## src/rtl/ool_pkg.sv

```systemverilog
package ool_pkg;

    parameter int OOL_THR_W = 8;

    typedef enum logic [1:0] {
        SMP_OFF    = 2'd0,
        SMP_QUIET  = 2'd1,
        SMP_ACTIVE = 2'd2
    } sample_kind_e;

endpackage

```

## src/rtl/ool_run_counter.sv

```systemverilog
module ool_run_counter
    import ool_pkg::*;
#(
    parameter int CNT_W = 9
) (
    input  logic             clk,
    input  logic             rst_n,
    input  sample_kind_e     kind,
    output logic [CNT_W-1:0] cnt_next,
    output logic [CNT_W-1:0] cnt
);
    localparam logic [CNT_W-1:0] CNT_MAX = {CNT_W{1'b1}};

    typedef struct packed {
        logic [CNT_W-1:0] run;
    } cnt_state_t;

    cnt_state_t state_d, state_q;

    always_comb begin
        state_d = state_q;
        unique case (kind)
            SMP_ACTIVE: begin
                if (state_q.run != CNT_MAX) begin
                    state_d.run = state_q.run + 1'b1;
                end
            end
            default: state_d.run = '0;
        endcase
    end

    always_ff @(posedge clk or negedge rst_n) begin
        if (!rst_n) begin
            state_q <= '0;
        end else begin
            state_q <= state_d;
        end
    end

    assign cnt_next = state_d.run;
    assign cnt      = state_q.run;

    p_step_r2: assert property (@(posedge clk) disable iff (!rst_n)
        (kind == SMP_ACTIVE && cnt != CNT_MAX) |=> (cnt == $past(cnt) + 1'b1));

    p_quiet_zero_r3: assert property (@(posedge clk) disable iff (!rst_n)
        (kind == SMP_QUIET) |=> (cnt == '0));

    p_no_wrap_r9: assert property (@(posedge clk) disable iff (!rst_n)
        (kind == SMP_ACTIVE && cnt == CNT_MAX) |=> (cnt == CNT_MAX));

    p_off_zero_r10: assert property (@(posedge clk) disable iff (!rst_n)
        (kind == SMP_OFF) |=> (cnt == '0));

endmodule

```

## src/rtl/ool_sticky_flag.sv

```systemverilog
module ool_sticky_flag (
    input  logic clk,
    input  logic rst_n,
    input  logic detect,
    input  logic clear,
    output logic flag
);
    typedef struct packed {
        logic hit;
    } flag_state_t;

    flag_state_t state_d, state_q;

    always_comb begin
        state_d = state_q;
        if (detect) begin
            state_d.hit = 1'b1;
        end else if (clear) begin
            state_d.hit = 1'b0;
        end
    end

    always_ff @(posedge clk or negedge rst_n) begin
        if (!rst_n) begin
            state_q <= '0;
        end else begin
            state_q <= state_d;
        end
    end

    assign flag = state_q.hit;

    p_hold_r6: assert property (@(posedge clk) disable iff (!rst_n)
        (flag && !clear) |=> flag);

    p_clear_r7: assert property (@(posedge clk) disable iff (!rst_n)
        (clear && !detect) |=> !flag);

    p_detect_wins_r8: assert property (@(posedge clk) disable iff (!rst_n)
        detect |=> flag);

endmodule

```

## src/rtl/ool_run_monitor.sv

```systemverilog
module ool_run_monitor
    import ool_pkg::*;
#(
    parameter int THR_W = OOL_THR_W
) (
    input  logic             clk,
    input  logic             rst_n,
    input  logic             enable,
    input  logic             corr_flag,
    input  logic [THR_W-1:0] threshold,
    input  logic             status_clr,
    output logic             ool_status,
    output logic [THR_W:0]   run_count
);
    localparam int CNT_W = THR_W + 1;

    typedef struct packed {
        sample_kind_e kind;
        logic         detect;
    } mon_comb_t;

    mon_comb_t        mon_d;
    logic [CNT_W-1:0] cnt_next;
    logic [CNT_W-1:0] cnt_q;

    always_comb begin
        mon_d.kind = !enable   ? SMP_OFF :
                     corr_flag ? SMP_ACTIVE : SMP_QUIET;
        mon_d.detect = (mon_d.kind == SMP_ACTIVE) &&
                       (cnt_next > {1'b0, threshold});
    end

    ool_run_counter #(
        .CNT_W (CNT_W)
    ) i_counter (
        .clk      (clk),
        .rst_n    (rst_n),
        .kind     (mon_d.kind),
        .cnt_next (cnt_next),
        .cnt      (cnt_q)
    );

    ool_sticky_flag i_flag (
        .clk    (clk),
        .rst_n  (rst_n),
        .detect (mon_d.detect),
        .clear  (status_clr),
        .flag   (ool_status)
    );

    assign run_count = cnt_q;

    p_rise_needs_long_run_r4: assert property (@(posedge clk) disable iff (!rst_n)
        $rose(ool_status) |-> (run_count > {1'b0, $past(threshold)}));

    p_off_no_set_r10: assert property (@(posedge clk) disable iff (!rst_n)
        (!enable && !ool_status) |=> !ool_status);

endmodule

```

## config.mk

```make
export PLATFORM = sky130hd
export DESIGN_NAME = ool_run_monitor
export DESIGN_NICKNAME = d
export VERILOG_FILES = /design/src/rtl/ool_pkg.sv /design/src/rtl/ool_run_counter.sv /design/src/rtl/ool_sticky_flag.sv /design/src/rtl/ool_run_monitor.sv
export SDC_FILE = /design/constraint.sdc
export NUM_CORES = 1
export LEC_CHECK = 0
export BUFFER_PORTS_ARGS = -buffer_cell sky130_fd_sc_hd__buf_4
export CORE_AREA = 10 10 50 52
export CTS_CLUSTER_SIZE = 24
export DETAILED_ROUTE_END_ITERATION = 16
export DIE_AREA = 0 0 60 62
export PLACE_DENSITY = 0.86
export REMOVE_ABC_BUFFERS = 1
export SYNTH_ARGS = -nofsm -noshare
export SYNTH_HDL_FRONTEND = slang
export SYNTH_SLANG_ARGS = --single-unit
```

## constraint.sdc

```tcl
create_clock -name clk -period 4.1 [get_ports clk]
set_input_delay 0.205 -clock clk [delete_from_list [all_inputs] [get_ports clk]]
set_output_delay 0.205 -clock clk [all_outputs]
set_load 0.01 [all_outputs]
```

==> impl_metrics.toml, run 1 <==
[cells_and_area]
syn2layout_area_growth_pct = 28.7
stdcell_count = 120
n_antenna_cell = 0
fillers = 156
drive_above_1_share = 0.272
fin_nets = 127

[setup_path]
r2r-start = "i_counter.cnt[0]"
path_class = "reg2reg"
r2r_cells = 10
cpPeakStageDelay_ns = 0.48
arrival_ns = 2.61
path_max_fanout = 9
crit_chain = "ha_1 > nand4_1 > o21ai_2 > or4_1 > nand2_1 > ha_1 > nand4_1 > o221ai_1 > nor2_1 > o31ai_1"
cp-start-kind = "flip-flop"
cp_slowest_cell = "or4_1"
endpoint_kind = "flip-flop"
r2r_end = "i_flag.flag"
required_ns = 4.28
r2r_setup_slack_ns = 1.66

[grt]
grt_pass1_vias = 671
track_usage = 0.104
overflow = 0
grt_pass1_wl_mm = 2.95
grt_max_degree = 11
antenna_found_initial = 0

[logic_synthesis]
yosysTopAreaCell = "dfrtp_1"
syn_inst = 78
ys_warn_count = 0
synth.avg_cell_area_um2 = 9.29
synth-seq-cells = 10
syn_area_um2 = 724
synth.area.top_cells = "dfrtp_1 35%, ha_1 16%, inv_1 4.1%"
synth_cell_types = 28
synth_top_area_frac = 0.345
ys_seq_area_frac = 0.345

[clock_tree]
ctsResizeCount = 0
tritoncts = "done"
cts_buffer_depth = 2
cts_made_buffers = 3
clock_sinks = 10
clockRootBuffer = "clkbuf_4"
post-cts-setup-buffers = 0
htreeDepth = 1
cts.hold.buffers_added = 1
clock_latency_ns = 0.27
clk_pin_slew_ns = 0.06

[sta]
fin_tns_setup_ns = 0
worst_slew_pin_slew_ns = 0.417
maxSlewHeadroom = 0.720
maxSlewViolCount = 0
max_freq_mhz = 410
hold_viol = 0
period_share = 0.595
rsz0062_at_grt = "false"
fin_skew_ns = 0.00389
fin_crit_ns = 2.44
setup_violations = 0
fin_hold_ws_ns = 0.247

[placement]
dp.cells = 116
gp_congestion = 0.837
portBuffers = 22

[min_path]
holdPathEnd = "i_flag.flag"
hp-start = "status_clr"
hold_depth = 4
min_path_type = "in2reg"

[outcome]
status = "completed"

[route]
wl_per_cell_um = 15.0
detail_route.vias_per_cell = 5.57
ant_nets = 0
routed_wl_mm = 1.80
drt_iter0_drc = 13
first_pass_iters = 4
vias = 668
remaining_drc_errors = 0

[floorplan]
die_x_um = 60
top_level_ports = 23
start_util = 0.449
die_h_um = 62
row_count = 15
fp.dieArea_um2 = 3720
coreArea_um2 = 1610

[power_and_ir_drop]
p_leak_nw = 0.499
ir_worst_vdd_mv = 0.107
powerDensity_nw_per_um2 = 209

[run]
drv_cap = 0
-- flip-flops by register name, indices dropped and copies added (netlist names) --
name,flops
i_counter.cnt,9
i_flag.flag,1
-- final cells by class --
cell class / instances / area, um2 / area share
repair buffers: 23 / 175 / 0.188
multi-input cells: 59 / 433 / 0.464
well taps: 17 / 21.3 / 0.0228
inverters: 8 / 30.0 / 0.0322
flip-flops and latches: 10 / 250 / 0.268
clock buffers: 3 / 22.5 / 0.0242
-- cell usage in the layout, fill, tap and decap left out --
cell type       n
buf_4          22
dfrtp_1        10
ha_1            9
inv_1           8
nand2_1         7
a21oi_1         5
and2_1          4
nor2_1          4
nand4_1         4
a31oi_1         3
o21ai_0         3
clkbuf_4        3
xor2_1          2
o211ai_1        2
nand3_1         2
and4_4          1
nand4_4         1
mux2i_1         1
and3_1          1
o21a_1          1
nor2b_1         1
a311oi_1        1
o21ai_2         1
or4_1           1
a41oi_1         1
or3_1           1
o221ai_1        1
a2bb2oi_1       1
o31ai_1         1
dlygate4sd3_1   1
-- how the worst max path moves through the flow --
stage | start | to | cells past startpoint
floorplan | i_counter.cnt[0] | i_flag.flag | 10
global placement | i_counter.cnt[0] | i_flag.flag | 10
detailed placement | i_counter.cnt[0] | i_flag.flag | 10
CTS | i_counter.cnt[0] | i_flag.flag | 10
global route | i_counter.cnt[0] | i_flag.flag | 10
finish | i_counter.cnt[0] | i_flag.flag | 10
-- Yosys cell counts --
master,n
nand4_4,1
nand2_1,7
nand4_1,4
ha_1,9
a311oi_1,1
o21ai_2,1
buf_6,1
nor2b_1,1
a2bb2oi_1,1
inv_1,8
o211ai_1,2
nor2_1,4
xor2_1,2
and3_1,1
o31ai_1,1
or3_1,1
or4_1,1
and4_4,1
a21oi_1,5
a31oi_1,3
o21a_1,1
and2_1,4
dfrtp_1,10
o221ai_1,1
mux2i_1,1
a41oi_1,1
o21ai_0,3
nand3_1,2
-- critical path, delay by kind of cell (launching register included) --
kind,cells,cell delay (ns)
flops,1,0.41
simple gates,5,0.95
fa+ha+maj,2,0.49
compound gates,3,0.51
-- where the power goes --
part	internal [mW]	switching, mW
clock network	0.0339	0.0328
logic	0.0147	0.0129
registers	0.0996	0.00105
total	0.148	0.0468
-- cells by family (layout without fill, tap and decap cells) --
logic type	count (synthesis)	in the layout	share of synthesized area
AND/OR/NAND/NOR	27	27	0.221
AO/OA/AOI/OAI	20	20	0.183
flip-flops	10	10	0.345
adder cells (fa/ha/maj)	9	9	0.155
buffers and inverters	9	34	0.0570
XOR/XNOR	2	2	0.0242
multiplexers	1	1	0.0138
-- through the flow --
stage	instance area [um2]	power, mW	util	setup slack (ns)
after CTS	932	0.196	0.578	1.64
after detailed placement	900	0.130	0.557	1.67
after global routing	932	0.205	0.578	1.41
after global placement	900	0.129	0.557	1.76
after floorplan	713	0.114	-	1.83
final	932	0.195	0.578	1.66
-- metal layers --
layer	track usage	vias to the layer above	wire (um)
li1	-	339	-
met1	0.115	306	783
met2	0.163	19	851
met3	0.0325	4	117
met4	0.0769	0	46
met5	0	-	0
(Power assumes the default switching activity.)
==> run 2, diff against run 1 <==
--- a/config.mk
+++ b/config.mk
@@ -6,11 +6,11 @@
 export NUM_CORES = 1
 export LEC_CHECK = 0
 export BUFFER_PORTS_ARGS = -buffer_cell sky130_fd_sc_hd__buf_4
-export CORE_AREA = 10 10 50 52
+export CORE_AREA = 10 10 52 54
 export CTS_CLUSTER_SIZE = 24
 export DETAILED_ROUTE_END_ITERATION = 16
-export DIE_AREA = 0 0 60 62
-export PLACE_DENSITY = 0.86
+export DIE_AREA = 0 0 62 64
+export PLACE_DENSITY = 0.83
 export REMOVE_ABC_BUFFERS = 1
 export SYNTH_ARGS = -nofsm -noshare
 export SYNTH_HDL_FRONTEND = slang
==> constraint.sdc (replaced) <==
create_clock -name clk -period 2.2 [get_ports clk]
set_input_delay 0.11 -clock clk [delete_from_list [all_inputs] [get_ports clk]]
set_output_delay 0.11 -clock clk [all_outputs]
set_load 0.01 [all_outputs]
==> impl_metrics.toml, run 2 (synthesized netlist as in run 1, its figures left out) <==
[outcome]
status = "completed"

[setup_path]
r2r-start = "i_counter.cnt[0]"
cp-endpoint = "i_flag.flag"
cp-start-kind = "flip-flop"
r2r_cells = 10
endpoint_kind = "flip-flop"
crit_path_start = "i_counter.cnt[0]"
r2r_end = "i_flag.flag"
path_class = "reg2reg"
arrival_ns = 2.33
required_ns = 2.34
path_max_fanout = 4
r2r_setup_slack_ns = 0.02

[grt]
grt_pass1_wl_mm = 3.37
grt_pass1_vias = 752
overflow = 0
track_usage = 0.110
antenna_found_initial = 0
grt_max_degree = 11

[route]
ant_nets = 0
routed_wl_mm = 2.02
first_pass_iters = 4
drt_iter0_drc = 27
vias = 722
wl_per_cell_um = 15.1
remaining_drc_errors = 0
detail_route.vias_per_cell = 5.39

[sta]
maxSlewViolCount = 0
fin_skew_ns = 0.00111
rsz0062_at_grt = "true"
max_freq_mhz = 458
hold_viol = 0
fin_hold_ws_ns = 0.140
maxSlewHeadroom = 0.737
fin_tns_setup_ns = 0
fin_crit_ns = 2.18
worst_slew_pin_slew_ns = 0.392
period_share = 0.992
setup_violations = 0

[cells_and_area]
largest_reg_flops = 9
mostFrequentLayoutCells = "26 x buf_4, 10 x dfrtp_1, 8 x inv_1"
n_antenna_cell = 0
mostFrequentLayoutCell = "buf_4"
fin_nets = 132
drive_above_1_share = 0.349
syn2layout_area_growth_pct = 40.6

[clock_tree]
clock_sinks = 10
clk_pin_slew_ns = 0.06
clockRootBuffer = "clkbuf_4"
tritoncts = "done"
post-cts-setup-buffers = 0
clock_latency_ns = 0.26
cts_made_buffers = 3
htreeDepth = 1
cts_buffer_depth = 2

[power_and_ir_drop]
powerDensity_nw_per_um2 = 398
ir_worst_vdd_mv = 0.264
p_leak_nw = 0.528

[placement]
portBuffers = 22
dp_hpwl_mm = 1.68
gp_congestion = 0.926

[floorplan]
coreArea_um2 = 1710
die_x_um = 62
row_count = 15
fp.dieArea_um2 = 3970
die_h_um = 64
top_level_ports = 23
start_util = 0.424

[run]
drv_cap = 0

[min_path]
min_path_type = "in2reg"
[run 2: cell count changes in the layout (fill, tap and decap cells not counted)]
cell	change
nand2_2	+1
buf_4	+4
ha_4	+1
a21oi_1	-1
buf_6	+1
ha_1	-2
clkbuf_8	+1
nand2_1	-1
ha_2	+1
a21oi_2	+1
[run 2: worst min path at each step]
stage          cells past startpoint                to       start  slack (ns)
2_1_floorplan                      0  i_counter.cnt[0]       rst_n       -0.19
3_3_place_gp                       1  i_counter.cnt[7]       rst_n       -0.06
3_5_place_dp                       1  i_counter.cnt[8]       rst_n       -0.06
4_1_cts                            4       i_flag.flag  status_clr        0.14
5_1_grt                            4       i_flag.flag  status_clr        0.16
6_report                           4       i_flag.flag  status_clr        0.14
[run 2: final cells by class]
class | instances | area, um2
Clock buffer | 4 | 36.3
Fill cell | 156 | 689
Inverter | 8 | 30.0
Multi-Input combinational cell | 59 | 454
Sequential cell | 10 | 250
Tap cell | 25 | 31.3
Timing Repair Buffer | 28 | 216
[run 2: metal layers]
layer  part of all wire  track usage  vias to the layer above
met3              0.065       0.0395                        2
met2               0.50        0.182                       24
met1               0.43        0.127                      346
met5                  0            0                        -
met4             0.0049       0.0335                        0
li1                   -            -                      350
[run 2: metrics by stage]
step | instances | utilization | power (mW) | cell area [um2] | worst slack, ns
final | 134 | 0.596 | 0.406 | 1020 | 0.0175
after detailed placement | 129 | 0.555 | 0.246 | 947 | -0.0266
after global routing | 134 | 0.596 | 0.426 | 1020 | -0.126
after floorplan | 77 | - | 0.213 | 713 | -0.0667
after global placement | 129 | 0.555 | 0.244 | 947 | 0.0863
after CTS | 134 | 0.590 | 0.411 | 1010 | 0.00737
[run 2: worst max-delay path, stage by stage (launching register included)]
cell	delay (ns)
dfrtp_1	0.39
buf_4	0.15
and2_1	0.18
and3_1	0.20
a31oi_1	0.19
o21a_1	0.18
ha_1	0.27
a21oi_1	0.17
nand2_1	0.09
a31oi_1	0.15
o31ai_1	0.09
[run 2: report_power, final]
group	internal, mW	leakage (nW)	total [mW]	switching, mW
sequential	0.186	0.139	0.187	0.00131
combinational	0.0315	0.369	0.0586	0.0271
clock	0.100	0.0210	0.160	0.0600
total	0.317	0.528	0.406	0.0884
[run 2: timing repair]
action,CTS,global route
gates resized for setup,2,3
setup endpoints to repair,1,1
hold endpoints to repair,10,0
hold buffers,1,0
pin swaps,2,7
==> run 3, diff against run 2 <==
--- a/config.mk
+++ b/config.mk
@@ -5,11 +5,12 @@
 export SDC_FILE = /design/constraint.sdc
 export NUM_CORES = 1
 export LEC_CHECK = 0
+export ABC_AREA = 1
 export BUFFER_PORTS_ARGS = -buffer_cell sky130_fd_sc_hd__buf_4
-export CORE_AREA = 10 10 52 54
+export CORE_AREA = 10 10 53 55
 export CTS_CLUSTER_SIZE = 24
 export DETAILED_ROUTE_END_ITERATION = 16
-export DIE_AREA = 0 0 62 64
+export DIE_AREA = 0 0 63 65
 export PLACE_DENSITY = 0.83
 export REMOVE_ABC_BUFFERS = 1
 export SYNTH_ARGS = -nofsm -noshare
==> impl_metrics.toml, run 3 <==
[logic_synthesis]
synth_compound_area_frac = 0.0816
synth_adder_area_share = 0.144
synth_most_common_cell = "nand2_1"
async_reset_ff_frac = 1.00
ys_dominant_reg_cell = "dfrtp_1"
synth_cell_types = 19
ys_seq_area_frac = 0.320
synth_xor_area_frac = 0.0224
synth_edf_count = 0
synth_top_area_frac = 0.320
synthMuxAreaShare = 0
yosysTopAreaCell = "dfrtp_1"
synthSimpleGateAreaFrac = 0.307
synth-seq-cells = 10
synth.avg_cell_area_um2 = 7.31
synth_commonest_cells = "27 x nand2_1, 26 x inv_1, 10 x dfrtp_1"
ys_warn_count = 0
synth_top_family_by_area = "simple AND/OR/NAND/NOR gates"
synth.area.top_cells = "dfrtp_1 32%, ha_1 14%, nand2_1 13%"
syn_inst = 107
syn_area_um2 = 782

[setup_path]
path_class = "reg2reg"
cp-start-kind = "flip-flop"
endpoint_kind = "flip-flop"
required_ns = 2.35
path_max_fanout = 4
arrival_ns = 2.19

[cells_and_area]
final_core_util = 0.571
drive_above_1_share = 0.285
design_area_um2 = 1060
seq_area_um2 = 250
mostFrequentLayoutCells = "27 x nand2_1, 26 x inv_1, 25 x buf_4"
multi_input_area_um2 = 460
n_antenna_cell = 0
mostFrequentLayoutCell = "nand2_1"
syn2layout_area_growth_pct = 35.8
fin_nets = 161
fillers = 170
largest_reg_flops = 9

[floorplan]
top_level_ports = 23
coreArea_um2 = 1860
fp.dieArea_um2 = 4100
row_count = 16
start_util = 0.420
die_h_um = 65
die_x_um = 63

[clock_tree]
cts_made_buffers = 3
clock_latency_ns = 0.26
tritoncts = "done"
clock_sinks = 10
cts_buffer_depth = 2
clockRootBuffer = "clkbuf_4"
clk_pin_slew_ns = 0.06
htreeDepth = 1

[power_and_ir_drop]
ir_worst_vdd_mv = 0.313
power_switching_share = 0.237
p_leak_nw = 0.613
intPower_mw = 0.277
powerDensity_nw_per_um2 = 342
sequentialPowerShare = 0.517
switchingPower_mw = 0.0860
comb_power_share = 0.155
clkPwrFrac = 0.329

[grt]
grt_busiest_layer = "met2"
track_usage = 0.0918
grtUsageMet2 = 0.166
overflow = 0
use_met3 = 0.0206
met1_usage = 0.0958
grt_max_degree = 11
grt_pass1_vias = 767
grt_pass1_wl_mm = 3.13
antenna_found_initial = 0

[route]
detail_route.vias_per_cell = 4.84
drt_iter0_drc = 28
routed_wl_mm = 1.96
wl_per_cell_um = 11.9
remaining_drc_errors = 0
ant_nets = 0
first_pass_iters = 4
vias = 793

[placement]
gp_congestion = 0.884
portBuffers = 22
dp_hpwl_mm = 1.59
dpl-instance-area_um2 = 988

[sta]
maxSlewViolCount = 0
hold_viol = 0
setup_violations = 0
max_freq_mhz = 491
fin_skew_ns = 0.00841
maxSlewHeadroom = 0.820
worst_slew_pin_slew_ns = 0.269
fin_crit_ns = 2.04
period_share = 0.926

[min_path]
min_path_type = "in2reg"

[run]
drv_cap = 0

[outcome]
status = "completed"
[run 3: cell types whose count changed in the layout (fill, tap and decap cells not counted), moves of 2 or more]
cell	delta
nand2_2	+2
o21ai_0	-3
nand3_1	+5
o211ai_1	-2
nor2_4	+2
nand2_1	+21
nand4_1	-2
inv_1	+18
and2_1	-4
[run 3: kinds of logic (layout without fill, tap and decap cells)]
family / count (synthesis) / count (layout)
buffers and inverters: 26 / 55
AO/OA/AOI/OAI: 11 / 11
AND/OR/NAND/NOR: 49 / 50
adder cells (fa/ha/maj): 9 / 9
XOR/XNOR: 2 / 2
flip-flops: 10 / 10
[run 3: layer usage]
layer,routed length (um),share of wire,vias up
li1,-,-,400
met1,831,0.43,364
met2,1020,0.52,27
met3,95,0.049,2
met4,10,0.0051,0
met5,0,0,-
[run 3: final cells by class]
class | count | share of cell area
repair buffers | 26 | 0.186
clock buffers | 3 | 0.0212
flip-flops and latches | 10 | 0.236
multi-input cells | 72 | 0.433
well taps | 27 | 0.0318
inverters | 26 | 0.0919
[run 3: path summary, 6_finish.rpt]
check                      cells after the start                to        startpoint  slack (ns)
setup / recovery                              15       i_flag.flag  i_counter.cnt[1]        0.16
max in group asynchronous                      2  i_counter.cnt[0]             rst_n        1.83
setup reg to reg                              15       i_flag.flag  i_counter.cnt[1]        0.16
min in group asynchronous                      2  i_counter.cnt[5]             rst_n        0.22
hold reg to reg                                2       i_flag.flag       i_flag.flag        0.51
hold / removal                                 4       i_flag.flag        status_clr        0.13
[run 3: metrics by stage]
stage | setup slack [ns] | total power [mW] | hold slack, ns | setup TNS (ns) | cells
after global routing | -0.00311 | 0.377 | 0.172 | -0.00311 | 164
final | 0.162 | 0.363 | 0.135 | 0 | 164
after floorplan | 0.115 | 0.213 | -0.186 | 0 | 107
after detailed placement | 0.0296 | 0.244 | -0.0586 | 0 | 157
after CTS | 0.0121 | 0.363 | 0.136 | 0 | 161
after global placement | 0.156 | 0.240 | -0.0609 | 0 | 157
[run 3: worst max-delay path, stage by stage, from the launching register on]
cell and delay [ns]:
dfrtp_1 0.40, ha_4 0.18, nand2_2 0.06, nor2_4 0.16, xor2_1 0.16, inv_1 0.06
a21oi_2 0.15, ha_1 0.27, nand2_1 0.09, nor2_1 0.07, nand2_1 0.06, nand3_1 0.07
nand2_1 0.07, nand2_1 0.04, nand2_1 0.05, nand2_1 0.04
[run 3: power groups by stage]
stage / Clock (mW) / Sequential (mW) / Combinational [mW]
2_1_floorplan: 0 / 0.193 / 0.0204
3_3_place_gp: 0 / 0.190 / 0.0499
3_5_place_dp: 0 / 0.190 / 0.0533
4_1_cts: 0.121 / 0.187 / 0.0547
5_1_grt: 0.126 / 0.188 / 0.0636
6_report: 0.119 / 0.188 / 0.0562
[run 3: what timing repair did]
action	4_1_cts	5_1_grt
hold buffers	1	0
endpoints found under the hold margin	10	0
buffers inserted	0	2
gates resized for setup	0	4
setup endpoints to repair	0	1
